==> src/rtl/chan_div.sv <==
module chan_div #(
  parameter int         FW        = 4,
  parameter logic [7:0] DEF_TIMING = 8'h00,
  parameter logic [7:0] DEF_CTRL   = 8'h80
) (
  input  logic       clk_in,
  input  logic       rst_n,
  input  logic       sync,
  input  logic       cfg_we,
  input  logic       cfg_sel,
  input  logic [7:0] cfg_wdata,
  output logic       div_out
);
  localparam int TW = 2 * FW;
  localparam int CW = FW + 4;

  logic [TW-1:0] tim_sh, tim_a;
  logic [CW-1:0] ctl_sh, ctl_a;
  logic [FW-1:0] cnt, poff;
  logic          out_q;

  wire [FW-1:0] hi_a  = tim_a[FW-1:0];
  wire [FW-1:0] lo_a  = tim_a[TW-1:FW];
  wire [FW-1:0] ph_sh = ctl_sh[FW-1:0];
  wire          st_sh = ctl_sh[FW];
  wire          st_a  = ctl_a[FW];
  wire          frc_a = ctl_a[FW+1];
  wire          nos_a = ctl_a[FW+2];
  wire          byp_a = ctl_a[FW+3];

  wire          idle    = byp_a | (nos_a & frc_a);
  wire          hold    = sync & ~nos_a & ~idle;
  wire          restart = idle | hold;
  wire          run_en  = ~restart;
  wire [FW-1:0] lim     = out_q ? hi_a : lo_a;
  wire          at_lim  = (poff == '0) && (cnt == lim);
  wire          per_end = run_en && at_lim && (out_q != st_a);

  assign div_out = byp_a ? clk_in : (idle ? 1'b1 : out_q);

  always_ff @(posedge clk_in or negedge rst_n) begin
    if (!rst_n) begin
      tim_sh <= DEF_TIMING[TW-1:0];
      ctl_sh <= DEF_CTRL[CW-1:0];
      tim_a  <= DEF_TIMING[TW-1:0];
      ctl_a  <= DEF_CTRL[CW-1:0];
      out_q  <= DEF_CTRL[FW];
      poff   <= DEF_CTRL[FW-1:0];
      cnt    <= '0;
    end else begin
      if (cfg_we) begin
        if (cfg_sel) ctl_sh <= cfg_wdata[CW-1:0];
        else         tim_sh <= cfg_wdata[TW-1:0];
      end
      if (restart) begin
        tim_a <= tim_sh;
        ctl_a <= ctl_sh;
        out_q <= st_sh;
        poff  <= ph_sh;
        cnt   <= '0;
      end else if (poff != '0) begin
        poff <= poff - 1'b1;
      end else if (cnt == lim) begin
        cnt <= '0;
        if (per_end) begin
          tim_a <= tim_sh;
          ctl_a <= ctl_sh;
          out_q <= st_sh;
        end else begin
          out_q <= ~out_q;
        end
      end else begin
        cnt <= cnt + 1'b1;
      end
    end
  end


  cnt_range_chk: assert property (@(posedge clk_in) disable iff (!rst_n)
    run_en |-> cnt <= lim);


  hold_lvl_chk: assert property (@(posedge clk_in) disable iff (!rst_n)
    hold |=> (out_q == st_a) && (cnt == '0));


  offset_wait_chk: assert property (@(posedge clk_in) disable iff (!rst_n)
    (run_en && poff != '0) |=> $stable(out_q));


  idle_clear_chk: assert property (@(posedge clk_in) disable iff (!rst_n)
    idle |=> (cnt == '0));


  cfg_stable_chk: assert property (@(posedge clk_in) disable iff (!rst_n)
    (run_en && !per_end) |=> ($stable(tim_a) && $stable(ctl_a)));
endmodule

==> config.mk <==
export PLATFORM = sky130hd
export DESIGN_NAME = chan_div
export DESIGN_NICKNAME = d
export VERILOG_FILES = /design/src/rtl/chan_div.sv
export SDC_FILE = /design/constraint.sdc
export NUM_CORES = 1
export LEC_CHECK = 0
export CAP_MARGIN = 20
export CORE_UTILIZATION = 40
export CTS_BUF_LIST = sky130_fd_sc_hd__clkbuf_4 sky130_fd_sc_hd__clkbuf_8
export DETAILED_ROUTE_END_ITERATION = 10
export DONT_BUFFER_PORTS = 1
export SETUP_SLACK_MARGIN = 0.4
export SLEW_MARGIN = 20
export SYNTH_ARGS = -nofsm -noshare
export SYNTH_HDL_FRONTEND = slang
export SYNTH_SLANG_ARGS = --single-unit
==> constraint.sdc <==
create_clock -name clk_in -period 3.7 [get_ports clk_in]
set_clock_uncertainty 0.15 [all_clocks]
set_input_delay 0.555 -clock clk_in [delete_from_list [all_inputs] [get_ports clk_in]]
set_output_delay 0.555 -clock clk_in [all_outputs]
set_load 0.01 [all_outputs]
# [Yosys cells after proc, flatten, opt, wreduce, memory -nomap -nowiden]
# Cells that the tools add are included.
[word_totals] reg_bits=41 output_inout_bits=1
[op_classes] n_addsub=2 eq_ne=3 n_mux=20 n_bitwise=10 n_reduce_logical=12
[op_table] op="$mux W8" n=8
[op_table] op="$mux W4" n=6
[op_table] op="$mux W1" n=6
[op_table] op="$reduce_and A2 Y1" n=3
[op_table] op="$reduce_bool A2 Y1" n=3
[op_table] op="$not A1 Y1" n=5
[op_table] op="$add A4 B1 Y4 const B" n=1
[op_table] op="$eq A4 B4 Y1" n=1
[op_table] op="$logic_not A4 Y1" n=1
[op_table] op="$reduce_bool A4 Y1" n=1
[op_table] op="$sub A4 B1 Y4 const B" n=1
[op_table] op="$and A1 B1 Y1" n=3
[op_table] op="$logic_and A1 B1 Y1" n=3
[op_table] op="$reduce_and A3 Y1" n=1
[op_table] op="$ne A2 B2 Y1 const B" n=1
[op_table] op="$or A1 B1 Y1" n=2
[op_table] op="$ne A1 B1 Y1" n=1

# [Depth between registers and ports, before layout]
[depth] depth_word=12 ltp_mapped=7 mapped_depth_nobuf=6

==> metrics <==
ratio of cells with drive above 1 in the final layout=29.53%; library cells used by synthesis=35; Crit. End Element=output pin; Worst Path Arrival=2.27 ns; drt pass-1 iters=4; Crit path required time=2.99 ns; Hold Path Class=input port to flip-flop; #FFs+latches synth=37; Mapped Nets=156; Post-Layout Cell Count=199; largest net degree at the start of global routing=38; Worst-Margin Slew=0.7615 ns; Hold-fix buffers, CTS=2; first-pass GRT wire length=5154 um; initial antenna violation count=0; dominant cell type by area after synthesis=dfrtp_1; Nets=163; Post-Layout Inst Area=1986 um^2; Final setup violation count=0; Synth async-reset ratio=100.0%; Power per Cell Area=856.1 nW/um^2; Remaining Overflow, GRT=0; setup TNS=0 ns; final core occ=48.59%; diode count=0; chip width=68.13 um; VDD IR max=414.4 uV; Area growth syn-to-layout=13.52%; IO Port Bufs=0; final hold vios=0; Layout fillers=379; DRC=0; post-route ant nets=0; Yosys top cell area share=50.07%; most common cell after layout, fill and taps aside=dfrtp_1; floorplan row count=23; post-cts sizing count=0; critical path launch point type=clock port; Final Max Tran Viols=0; Tot Pwr=1.700 mW; critical path class=clock port to output pin; vias=1072; number of synthesized flops with an enable pin=0; Reg clk slew, reported paths=0.07 ns; DP Area=1780 um^2; Iteration-0 DRC Markers=37; Die ar.=4642 um^2; GP Congestion=0.7499; status=completed; RSZ-0062 raised after global routing=no; Synth Cell Area=1749 um^2; dpl cells=186; top post-synthesis cells by area=dfrtp_1, mux2_2, mux2_4; Top FF cell, synth=dfrtp_1; commonest non-fill, non-tap cells in the layout=dfrtp_1, mux2_2, nand2_1, mux2_4, clkbuf_8; Post-Route WL=3088 um; Initial Utilization=42.80%; Synth Warn #=0; Rel. slew slack=49.13%; pre-CTS WS=0.9740 ns; maximum fanout along the worst path=2; wire length per cell=15.52 um; total core area=4086 um^2; WHS=0.1614 ns; Mapped Cells=141; Skew-Pair Late Insertion Delay=0.39 ns; die height=68.13 um; # Post-CTS Setup Buffers=0; # IOs=14; Mean Syn Cell Area=12.41 um^2; vias per cell=5.387; Lkg Pwr=0.8713 nW; worst setup margin=0.7224 ns; CTS tree=built; Tot GR Track Use=15.97%; vias in the first global route=1098; register area share after synthesis=53.08%; hpwl dp=2097 um; maxcap violations=0
[worst paths after layout]
| path | from | endpoint | slack (ns) | depth (start not counted) |
|---|---|---|---|---|
| worst max-delay path | clk_in | div_out | 0.72 | 4 |
| worst min-delay path | cfg_wdata[7] | ctl_sh[7] | 0.16 | 1 |
| worst max register to register | out_q | ctl_a[5] | 0.98 | 6 |
| worst min register to register | ctl_sh[0] | poff[0] | 0.34 | 2 |
| max in group asynchronous | rst_n | ctl_a[7] | 2.68 | 2 |
| min in group asynchronous | rst_n | cnt[0] | 0.47 | 2 |
[final cells by class]
cell class / instances / area (um^2) / area share (%)
inverters: 3 / 11.26 / 0.5671
repair buffers: 3 / 37.54 / 1.890
well taps: 50 / 62.56 / 3.151
multi-input cells: 95 / 770.7 / 38.82
clock inverters: 3 / 65.06 / 3.277
flip-flops and latches: 37 / 928.4 / 46.75
clock buffers: 8 / 110.1 / 5.545
[cell families (layout without fill, tap and decap cells)]
kind of cell / count (synthesis) / count (layout) / share of synthesized area [%]
AO/OA/AOI/OAI: 22 / 22 / 8.584
XOR/XNOR: 6 / 6 / 3.004
adder cells (fa/ha/maj): 2 / 2 / 1.430
buffers and inverters: 9 / 17 / 2.861
flip-flops: 37 / 37 / 53.08
multiplexers: 30 / 30 / 20.96
AND/OR/NAND/NOR: 35 / 35 / 10.09
[registers in the layout (all words and copies together) (netlist names)]
register and cells:
cnt 4, ctl_a 4, ctl_sh 8, out_q 1, poff 4, tim_a 8
tim_sh 8
[worst max-delay path, stage by stage]
cell      delay (ns)
clkbuf_8        0.11
clkbuf_8        0.11
nand2_1         0.05
o21ai_0         0.15
[where the power goes]
group / total (mW) / leakage (nW) / internal (mW) / switching (mW)
Clock: 0.505 / 0.0924 / 0.339 / 0.166
Combinational: 0.540 / 0.337 / 0.286 / 0.254
Sequential: 0.655 / 0.442 / 0.536 / 0.119
Total: 1.70 / 0.871 / 1.16 / 0.539
[synth_stat cells, types with 2 or more instances]
cell       n
ha_1       2
nand3b_1   2
nand3_1    4
mux2_4     9
and2_1     2
nor2_1     5
o21ai_0    6
xnor2_1    2
nor3_1     2
a31oi_1    3
nand2b_1   2
dfstp_2    2
clkbuf_1   3
mux2_2    17
nand2_1   11
xor2_1     4
dfrtp_1   35
mux2i_1    4
a21oi_1    5
nor2b_1    3
inv_1      3
buf_6      2
[per-layer routing]
metal	GRT usage, %	wire length [um]
met5	0	0
met3	7.333	137
met4	6.250	39
met1	20.90	1475
met2	22.79	1436
(Power assumes the default switching activity.)
